==> src/rtl/amap_pkg.sv <==
// Package: shared mode encoding for the address mapper.
// Assumes the mode code is two bits wide; code 3 is reserved.
package amap_pkg;
    typedef enum logic [1:0] {
        MAP_SINGLE  = 2'd0,
        MAP_STACKED = 2'd1,
        MAP_INTERLV = 2'd2,
        MAP_RSVD    = 2'd3
    } map_mode_e;

    localparam logic [1:0] SEL_NONE = 2'b00;
    localparam logic [1:0] SEL_A    = 2'b01;
    localparam logic [1:0] SEL_B    = 2'b10;
endpackage

==> src/rtl/amap_cfg_check.sv <==
// Module: validates the organization settings and derives the line limit.
// Assumes sizes are in line units; the limit is one bit wider than a size.
module amap_cfg_check
    import amap_pkg::*;
#(
    parameter int SZ_W = 27
) (
    input  logic [1:0]      mode,
    input  logic [SZ_W-1:0] lines_a,
    input  logic [SZ_W-1:0] lines_b,
    output logic            bad_cfg,
    output logic [SZ_W:0]   limit_lines
);
    // Purpose: flag a reserved code or unequal sizes in interleaved mode.
    always_comb begin
        unique case (map_mode_e'(mode))
            MAP_INTERLV: bad_cfg = (lines_a != lines_b);
            MAP_RSVD:    bad_cfg = 1'b1;
            default:     bad_cfg = 1'b0;
        endcase
    end

    // Purpose: total number of lines the current organization reaches.
    always_comb begin
        if (map_mode_e'(mode) == MAP_SINGLE)
            limit_lines = {1'b0, lines_a};
        else
            limit_lines = {1'b0, lines_a} + {1'b0, lines_b};
    end
endmodule

==> src/rtl/amap_translate.sv <==
// Module: combinational translation of one byte address to channel and
// local address. Assumes LINE_OFS < ADDR_W-1 and a pre-checked config.
module amap_translate
    import amap_pkg::*;
#(
    parameter int ADDR_W   = 32,
    parameter int LINE_OFS = 6,
    parameter int SZ_W     = ADDR_W - LINE_OFS + 1
) (
    input  logic [ADDR_W-1:0] addr,
    input  logic [1:0]        mode,
    input  logic [SZ_W-1:0]   lines_a,
    input  logic [SZ_W:0]     limit_lines,
    input  logic              bad_cfg,
    output logic [1:0]        sel,
    output logic [ADDR_W-1:0] local_addr,
    output logic              err
);
    localparam int IDX_W = ADDR_W - LINE_OFS;
    localparam int PAD_W = SZ_W + 1 - IDX_W;

    logic [SZ_W:0]     line_idx;
    logic              beyond;
    logic              in_upper;
    logic [ADDR_W-1:0] stack_b_addr;
    logic [ADDR_W-1:0] ilv_addr;

    // Purpose: line index of the address, widened to match the limit.
    always_comb line_idx = {{PAD_W{1'b0}}, addr[ADDR_W-1:LINE_OFS]};

    // Purpose: range test and stacked-region test on line indices.
    always_comb begin
        beyond   = (line_idx >= limit_lines);
        in_upper = (line_idx >= {1'b0, lines_a});
    end

    // Purpose: channel B offset in stacked mode.
    always_comb stack_b_addr = addr - {lines_a[SZ_W-2:0], {LINE_OFS{1'b0}}};

    // Purpose: interleaved local address with the select bit squeezed out.
    always_comb ilv_addr = {1'b0, addr[ADDR_W-1:LINE_OFS+1], addr[LINE_OFS-1:0]};

    // Purpose: choose select and local address for the configured mode.
    always_comb begin
        sel        = SEL_NONE;
        local_addr = '0;
        err        = 1'b0;
        if (bad_cfg || beyond) begin
            err = 1'b1;
        end else begin
            unique case (map_mode_e'(mode))
                MAP_STACKED: begin
                    sel        = in_upper ? SEL_B : SEL_A;
                    local_addr = in_upper ? stack_b_addr : addr;
                end
                MAP_INTERLV: begin
                    sel        = addr[LINE_OFS] ? SEL_B : SEL_A;
                    local_addr = ilv_addr;
                end
                default: begin
                    sel        = SEL_A;
                    local_addr = addr;
                end
            endcase
        end
    end
endmodule

==> src/rtl/amap_stage.sv <==
// Module: one register slice with valid/ready on both sides.
// Assumes the upstream holds data stable while valid and not ready.
module amap_stage #(
    parameter int DW = 8
) (
    input  logic          clk,
    input  logic          rst_n,
    input  logic          up_valid,
    output logic          up_ready,
    input  logic [DW-1:0] up_data,
    output logic          dn_valid,
    input  logic          dn_ready,
    output logic [DW-1:0] dn_data
);
    // Purpose: slot accepts when empty or being drained this cycle.
    always_comb up_ready = !dn_valid || dn_ready;

    // Purpose: capture accepted data, drop a drained result.
    always_ff @(posedge clk) begin
        if (!rst_n) begin
            dn_valid <= 1'b0;
            dn_data  <= '0;
        end else if (up_ready) begin
            dn_valid <= up_valid;
            if (up_valid)
                dn_data <= up_data;
        end
    end
endmodule

==> src/rtl/dual_chan_addr_map.sv <==
// Module: top of the dual-channel address mapper. Checks the config,
// translates the address and registers the result once.
// Assumes lines of LINE_BYTES (power of two) and sizes in line units.
module dual_chan_addr_map #(
    parameter int ADDR_W     = 32,
    parameter int LINE_BYTES = 64,
    parameter int SZ_W       = ADDR_W - $clog2(LINE_BYTES) + 1
) (
    input  logic              clk,
    input  logic              rst_n,
    input  logic [1:0]        cfg_mode,
    input  logic [SZ_W-1:0]   cfg_lines_a,
    input  logic [SZ_W-1:0]   cfg_lines_b,
    output logic              cfg_err,
    input  logic              in_valid,
    output logic              in_ready,
    input  logic [ADDR_W-1:0] in_addr,
    output logic              out_valid,
    input  logic              out_ready,
    output logic [1:0]        out_sel,
    output logic [ADDR_W-1:0] out_local,
    output logic              out_err
);
    localparam int LINE_OFS = $clog2(LINE_BYTES);
    localparam int RES_W    = 2 + ADDR_W + 1;

    logic [SZ_W:0]     limit_lines;
    logic [1:0]        t_sel;
    logic [ADDR_W-1:0] t_local;
    logic              t_err;
    logic [RES_W-1:0]  res_q;

    amap_cfg_check #(.SZ_W(SZ_W)) u_cfg (
        .mode        (cfg_mode),
        .lines_a     (cfg_lines_a),
        .lines_b     (cfg_lines_b),
        .bad_cfg     (cfg_err),
        .limit_lines (limit_lines)
    );

    amap_translate #(.ADDR_W(ADDR_W), .LINE_OFS(LINE_OFS), .SZ_W(SZ_W)) u_xlat (
        .addr        (in_addr),
        .mode        (cfg_mode),
        .lines_a     (cfg_lines_a),
        .limit_lines (limit_lines),
        .bad_cfg     (cfg_err),
        .sel         (t_sel),
        .local_addr  (t_local),
        .err         (t_err)
    );

    amap_stage #(.DW(RES_W)) u_stage (
        .clk      (clk),
        .rst_n    (rst_n),
        .up_valid (in_valid),
        .up_ready (in_ready),
        .up_data  ({t_sel, t_local, t_err}),
        .dn_valid (out_valid),
        .dn_ready (out_ready),
        .dn_data  (res_q)
    );

    // Purpose: split the registered result into output fields.
    always_comb {out_sel, out_local, out_err} = res_q;
endmodule

==> config.mk <==
export PLATFORM = sky130hd
export DESIGN_NAME = dual_chan_addr_map
export DESIGN_NICKNAME = d
export VERILOG_FILES = /design/src/rtl/amap_pkg.sv /design/src/rtl/amap_cfg_check.sv /design/src/rtl/amap_translate.sv /design/src/rtl/amap_stage.sv /design/src/rtl/dual_chan_addr_map.sv
export SDC_FILE = /design/constraint.sdc
export NUM_CORES = 1
export LEC_CHECK = 0
export BUFFER_PORTS_ARGS = -buffer_cell sky130_fd_sc_hd__buf_4
export CAP_MARGIN = 20
export CORE_MARGIN = 4
export CORE_UTILIZATION = 62
export CTS_CLUSTER_DIAMETER = 50
export DETAILED_ROUTE_END_ITERATION = 16
export PLACE_DENSITY = 0.89
export SETUP_SLACK_MARGIN = 0.02
export SYNTH_ARGS = -nofsm -noshare
export SYNTH_HDL_FRONTEND = slang
export SYNTH_HIERARCHICAL = 1
export SYNTH_SLANG_ARGS = --single-unit
==> constraint.sdc <==
create_clock -name clk -period 6.15 [get_ports clk]
set_clock_uncertainty 0.2 [all_clocks]
set_input_delay 0.3075 -clock clk [delete_from_list [all_inputs] [get_ports clk]]
set_output_delay 0.3075 -clock clk [all_outputs]
set_load 0.005 [all_outputs]
==> results of run 1 <==
-- routing by layer --
| metal | track usage, % | share of wire [%] | vias to the layer above |
|---|---|---|---|
| met1 | 40.8 | 41 | 3216 |
| li1 | - | - | 3440 |
| met2 | 52.5 | 47 | 386 |
| met3 | 4.40 | 8.7 | 58 |
| met5 | 0 | 0 | - |
| met4 | 11.7 | 3.2 | 0 |
-- metrics by stage --
stage	std cells	hold WS (ns)	worst slack [ns]	power, uW	util (%)
floorplan	894	0.246	1.86	751	-
global placement	1113	0.244	0.840	928	73.4
detailed placement	1113	0.248	0.703	937	73.4
CTS	1121	0.0664	0.998	1110	74.3
global route	1121	0.0899	0.431	1210	74.3
finish	1121	0.0719	0.861	1120	74.3
-- area by class of cell --
type / count / area, sq um
clock inverters: 3 / 18.8
well taps: 133 / 166
clock buffers: 5 / 68.8
flip-flops and latches: 36 / 721
inverters: 72 / 270
fillers: 844 / 2550
multi-input cells: 741 / 5130
repair buffers: 131 / 983
-- cell usage after synthesis (5+ instances only) --
cell      count  share of area (%)
nand2_1     150                8.8
ha_1         81                 16
inv_1        70                4.1
a21oi_1      59                4.6
o21ai_0      48                3.8
dfxtp_1      36                 11
mux2i_1      36                5.6
nor2_1       32                1.9
clkbuf_1     23                1.3
nand3_1      23                1.8
o21ai_1      21                1.6
xnor2_1      20                2.7
a21o_1       18                2.1
xor2_1       15                2.1
and2_1       14                1.4
nor4_1       14                1.4
and3_1       13                1.3
nand4_1      13                1.3
o21a_1       13                1.5
a22oi_1      12                1.4
buf_2        11               0.86
nor3_1       11               0.86
a211oi_1     10                1.2
a31oi_1       9               0.88
nand2b_1      8               0.78
nor2b_1       8               0.78
o31ai_1       8               0.94
a21boi_0      7               0.82
a21oi_2       5               0.68
a32o_1        5               0.78
o211ai_1      5               0.59
o21bai_1      5               0.59
-- path summary, 6_finish.rpt --
check / start / endpoint / slack, ns / cells after the start
max reg2reg: u_stage/dn_valid / u_stage/dn_data[15] / 4.63 / 3
max: cfg_lines_a[4] / u_stage/dn_data[31] / 0.86 / 22
min reg2reg: u_stage/dn_data[5] / u_stage/dn_data[5] / 0.26 / 2
min: in_valid / u_stage/dn_valid / 0.07 / 3
-- where the power goes --
part	internal, uW	switching [uW]
logic	298	395
registers	249	8.60
clock network	78.9	93.3
-- placed cells by master (no fill, tap or decap), types with 9 or more instances in the layout --
master / count
and3_1: 13
dfxtp_1: 36
a22oi_1: 12
o21ai_0: 48
nand3_1: 23
mux2i_1: 36
o21a_1: 13
ha_1: 81
a31oi_1: 9
xnor2_1: 20
and2_1: 14
nor4_1: 14
inv_1: 70
buf_4: 131
nor2_1: 31
a211oi_1: 10
nor3_1: 11
o21ai_1: 21
nand2_1: 150
a21o_1: 18
a21oi_1: 59
xor2_1: 15
nand4_1: 13
-- cells by family (layout without fill, tap and decap cells) --
family,Yosys count,in the layout
simple gates,311,311
compound gates,273,273
buf+inv,117,211
fa+ha+maj,83,83
mux,39,39
flops,36,36
xor+xnor,35,35
-- worst max-delay path: cells and delay by family --
family	cells	cell delay [ns]
mux	1	0.16
xor+xnor	1	0.14
simple gates	7	1.91
compound gates	8	1.60
fa+ha+maj	2	0.70
buf+inv	3	0.49
-- flip-flops by register name, summed over array words and instances (netlist names) --
signal	cells
u_stage/dn_data	35
u_stage/dn_valid	1
==> summary.md, run 1 <==
| Metric | Value |
|---|---|
| Worst slew margin | 43.4% |
| Multiplexer share of the synthesized area | 6.16% |
| Gate Count Post-Synth | 894 |
| Routability cong. | 1.01 |
| Vias post-DR | 7100 |
| CTS tree | yes |
| Final Net Count | 1162 |
| Synth Area per Inst | 7.15 sq um |
| Post-DP HPWL | 15300 um |
| Max_cap viols | 0 |
| Maximum clock frequency | 189 MHz |
| Post-synth top flop | dfxtp_1 |
| WS Path Type | in2reg |
| Critical Path AT | 5.31 ns |
| Synth Area in XOR/XNOR | 4.79% |
| CP most frequent cell | ha_1 |
| Vias in the first global route | 6625 |
| Worst Hold Class | in2reg |
| Fin Setup TNS | 0 ns |
| Critical Path RT | 6.18 ns |
| Leak | 0.00346 uW |
| Final hold vios | 0 |
| Slowest library cell on the worst path | and4_1 |
| Netlist cell types | 78 |
| Number of synthesized flops with an enable pin | 0 |
| Port bufs | 129 |
| Max Fanout on Critical Path | 23 |
| Core footprint | 9910 sq um |
| Synth Register Bits | 36 |
| Clk sinks | 36 |
| Compound-Gate Fraction of Synth Area | 29.1% |
| Startpoint types | input pin |
| Syn nets | 1069 |
| Layout Cell Area excl Fill | 7360 sq um |
| Post-CTS Hold Buffers | 0 |
| Layout cells sized above 1 | 17.5% |
| Inserted Clock Buffers | 5 |
| Status | finished, final reports clean |
| Clock Path Buffers | 2 |
| Worst-skew pair later-pin latency | 0.30 ns |
| Mapped cell area | 6400 sq um |
| Setup violators final | 0 |
| Max incr delay on CP | 0.52 ns |
| Post-CTS Setup Inserts | 0 |
| CP Cell Sequence | buf_4 -> ha_1 -> and2_4 -> a221oi_2 -> a21boi_1 -> nor4_1 -> o21ai_1 -> xnor2_1 -> o21ai_0 -> inv_1 -> ha_1 -> a211oi_1 -> o21a_1 -> nor3_1 -> o21bai_1 -> and4_1 -> inv_2 -> nor2_1 -> nand3_1 -> o32ai_1 -> nand2_1 -> mux2i_1 |
| Die Y | 110 um |
| Peak supply drop | 0.118 mV |
| Final period utilization | 86.0% |
| Initial antenna violation count | 0 |
| H-tree depth | 2 |
| Simple-Gate Fraction of Synth Area | 23.6% |
| # DRC | 0 |
| Ant. Diodes | 0 |
| Placed cell area | 7270 sq um |
| Overflow after GRT | 0 |
| Reg clk slew, reported paths | 0.07 ns |
| Die area | 12000 sq um |
| Post-synthesis sequential area ratio | 11.3% |
| Pin count of the biggest net entering global routing | 72 |
| Initial core utilization | 64.5% |
| Wire per inst | 17.0 um |
| Total GRT Usage | 31.4% |
| Clk root buf | clkbuf_8 |
| Tightest Pin Transition | 0.849 ns |
| DR vias/cell | 6.33 |
| Boundary pin count | 130 |
| Die W | 110 um |
| Fin. max-slew vios | 0 |
| TritonRoute pass-1 iters | 6 |
| Yosys warns | 6 |
| Main combinational cell family by area after synthesis | compound AO/OA/AOI/OAI gates |
| Row cnt | 36 |
| First-pass GRT wire length | 30700 um |
| Quantity of gates resized following cts | 0 |
| Power Density | 153 nW/um^2 |
| Synthesis-to-layout area growth | 15.1% |
| Crit. End Element | register |
| Ys async rst share | 0% |
| Final WL | 19100 um |
| Initial DRC count | 648 |
| Post-Synth Adder-Cell Area | 16.5% |
| Unrepaired setup endpoints after global routing | false |
| Min Clock Period, post-route | 5.29 ns |
| DRT antenna net count | 0 |
(Power assumes the default switching activity.)
==> inputs of run 2 (changes only) <==
--- a/config.mk
+++ b/config.mk
@@ -5,10 +5,11 @@
 export SDC_FILE = /design/constraint.sdc
 export NUM_CORES = 1
 export LEC_CHECK = 0
+export ABC_AREA = 1
 export BUFFER_PORTS_ARGS = -buffer_cell sky130_fd_sc_hd__buf_4
 export CAP_MARGIN = 20
 export CORE_MARGIN = 4
-export CORE_UTILIZATION = 62
+export CORE_UTILIZATION = 64
 export CTS_CLUSTER_DIAMETER = 50
 export DETAILED_ROUTE_END_ITERATION = 16
 export PLACE_DENSITY = 0.89
==> run 2 against run 1 <==
Design area grew 26%. First-iteration DRC count grew 79%. Maximum frequency grew 31%. Final cell count grew 61%. Power grew 19%. Sequential power grew 2%. Worst hold slack gained 0.16 ns. Critical path depth grew 5. Global-route usage grew 2.7 points. Combinational power grew 18%. Die area grew 23%. Clock power grew 45%.
==> summary.md, run 2 <==
| Metric | Value |
|---|---|
| Leak | 0.00550 uW (+59%) |
| Met2 wire len | 11800 um (+33%) |
| Post-CTS Setup Inserts | 0 (unchanged) |
| WS Path Type | in2reg |
| H-tree depth | 2 (unchanged) |
| Ant. Diodes | 0 (unchanged) |
| Placed cell area | 9090 sq um (+25%) |
| Unrepaired setup endpoints after global routing | false |
| Multi-input gate area | 6050 sq um (+18%) |
| Biggest register | u_stage/dn_data |
| Yosys warns | 6 (unchanged) |
| Main area contributors after synthesis | nand2_1 22%, inv_1 13%, ha_1 12% |
| Clk root buf | clkbuf_16 |
| Peak supply drop | 0.0975 mV (-18%) |
| Netlist cell types | 52 (-33%) |
| Critical Path RT | 6.13 ns (-0.05 ns) |
| Synthesis-to-layout area growth | 12.2% |
| Ys async rst share | 0% (unchanged) |
| Die Y | 122 um (+11%) |
| Final WL | 25900 um (+36%) |
| Wire per inst | 14.4 um (-15%) |
| Setup violators final | 0 (unchanged) |
| Total GRT Usage | 34.0% (+2.7 points) |
| Wire length on met3 | 2660 um (+59%) |
| # DRC | 0 (unchanged) |
| Worst-skew pair later-pin latency | 0.29 ns (about the same) |
| Max_cap viols | 0 (unchanged) |
| Layout Cell Area excl Fill | 9260 sq um (+26%) |
| Die area | 14800 sq um (+23%) |
| M1 wire length | 10700 um (+36%) |
| Biggest regs | u_stage/dn_data: 35 flops, u_stage/dn_valid: 1 flops |
| Pin count of the biggest net entering global routing | 73 (+1.4%) |
| First-pass GRT wire length | 41300 um (+35%) |
| Filler instances | 1162 (+38%) |
| Boundary pin count | 130 (unchanged) |
| Mapped cell area | 8250 sq um (+29%) |
| Commonest non-fill, non-tap cell in the layout | nand2_1 |
| Post-synth top flop | dfxtp_1 |
| Inserted Clock Buffers | 5 (unchanged) |
| Number of synthesized flops with an enable pin | 0 (unchanged) |
| CTS tree | yes |
| Min Clock Period, post-route | 4.04 ns (-1.25 ns) |
| Largest area contributor in the netlist | nand2_1 |
| Initial DRC count | 1158 (+79%) |
| Final period utilization | 65.7% (-20 points) |
| Clock Path Buffers | 2 (unchanged) |
| Vias in the first global route | 8705 (+31%) |
| Final cell count without fillers | 1801 (+61%) |
| Hold WS | 0.229 ns (+0.157 ns) |
| Post-synthesis sequential area ratio | 8.73% (-2.5 points) |
| Placed cells | 1792 (+61%) |
| Final hold vios | 0 (unchanged) |
| DRT antenna net count | 0 (unchanged) |
| Reg clk slew, reported paths | 0.06 ns (about the same) |
| Fin. max-slew vios | 0 (unchanged) |
| Fin Setup TNS | 0 ns (unchanged) |
| TritonRoute pass-1 iters | 6 (unchanged) |
| Top sig layer | met4 |
| Row cnt | 41 (+14%) |
| Core footprint | 12600 sq um (+27%) |
| Port bufs | 129 (unchanged) |
| Quantity of gates resized following cts | 0 (unchanged) |
| DR vias/cell | 5.51 (-13%) |
| Post-CTS Hold Buffers | 0 (unchanged) |
| Synth Register Bits | 36 (unchanged) |
| Commonest non-fill, non-tap cells in the layout | 483 x nand2_1, 294 x inv_1, 150 x nor2_1 |
| Clk sinks | 36 (unchanged) |
| Crit. End Element | register |
| Status | finished, final reports clean |
| Register Area | 721 sq um (unchanged) |
| Synth Area per Inst | 5.38 sq um (-25%) |
| Max reg flops | 35 (unchanged) |
| Maximum clock frequency | 247 MHz (+31%) |
| Worst slew margin | 32.6% (-11 points) |
| Tightest Pin Transition | 1.01 ns (+0.162 ns) |
| Die W | 122 um (+11%) |
| Post-synth top cells | 483 x nand2_1, 294 x inv_1, 151 x nor2_1 |
| Count leader, synth | nand2_1 |
| Post-DP HPWL | 20900 um (+36%) |
| Overflow after GRT | 0 (unchanged) |
| Gate Count Post-Synth | 1534 (+72%) |
| Power Density | 144 nW/um^2 (-5.5%) |
| Initial antenna violation count | 0 (unchanged) |
| Final Net Count | 1803 (+55%) |
| Synth top area share | 22.0% (+6.1 points) |
| Layout cells sized above 1 | 14.4% (-3.1 points) |
| Max Fanout on Critical Path | 33 (+43%) |
| Vias post-DR | 9923 (+40%) |
| Routability cong. | 1.02 (+0.89%) |
| Worst Hold Class | in2reg |
| Startpoint types | input pin |
| Initial core utilization | 65.4% (+0.85 points) |
| Critical Path AT | 4.02 ns (-1.29 ns) |
| Syn nets | 1709 (+60%) |
==> run 2: changes by cell type in the layout (fill, tap and decap cells not counted), sizes merged, moves of 43 or more <==
cell,change
nand2,+349
inv,+227
nor2,+147
nand3,+123
o21ai,-53
a21oi,+43
==> run 2: final cells by class <==
type	count	share of cell area, %
clock buffer	5	1.35
inverter	299	12.1
timing repair buffer	132	10.8
tap	172	2.32
multi-input combinational	1154	65.4
clock inverter	3	0.203
sequential	36	7.79
==> run 2: final timing paths <==
| check | from | endpoint | slack [ns] | cells past startpoint |
|---|---|---|---|---|
| setup / recovery | cfg_lines_a[0] | u_stage/dn_data[33] | 2.11 | 27 |
| hold reg to reg | u_stage/dn_data[4] | u_stage/dn_data[4] | 0.28 | 2 |
| setup reg to reg | u_stage/dn_valid | u_stage/dn_data[22] | 4.60 | 4 |
| hold / removal | in_addr[3] | u_stage/dn_data[4] | 0.23 | 7 |
==> run 2: critical path, cell delays in order <==
cell and delay [ns]:
buf_4 0.12, ha_1 0.22, inv_1 0.07, fa_1 0.36, inv_1 0.15, nand3_1 0.09
nand3_1 0.17, nand2_1 0.08, nand2_1 0.16, nand2_1 0.13, nand4_1 0.12, nand3_1 0.12
nand2_1 0.11, inv_1 0.05, ha_1 0.31, nand4_1 0.17, nor3b_1 0.28, nand4_1 0.15
nand4_2 0.22, buf_12 0.22, inv_1 0.05, o21ai_0 0.06, inv_1 0.05, inv_1 0.04
nand3_1 0.07, nand2_1 0.09, nor2_1 0.04
==> run 2: cells by family (layout without fill, tap and decap cells) <==
logic type	Yosys count	count (layout)	share of synthesized area [%]
buffers and inverters	344	439	18.0
adders and majority gates	83	83	12.8
xor gates and xnor gates	11	11	1.17
and+or+nand+nor	925	925	50.8
AOI/OAI and AO/OA	135	135	8.60
DFF	36	36	8.73
==> run 2: stage by stage <==
| step | setup slack (ns) | total power [uW] | util [%] |
|---|---|---|---|
| finish | 2.11 | 1330 | 73.3 |
| global placement | 1.59 | 1040 | 72.1 |
| detailed placement | 1.36 | 1060 | 72.1 |
| global route | 1.85 | 1440 | 73.3 |
| CTS | 1.64 | 1310 | 73.2 |
| floorplan | 2.67 | 841 | - |
==> run 2: metal layers <==
metal	vias to the layer above	GRT usage, %
li1	4983	-
met1	4327	45.4
met2	553	57.1
met3	60	4.41
met4	0	10.6
met5	-	0
==> run 2: where the power goes <==
group	internal [uW]	switching, uW
clock network	149	101
logic	310	511
registers	252	10.5
total	711	623
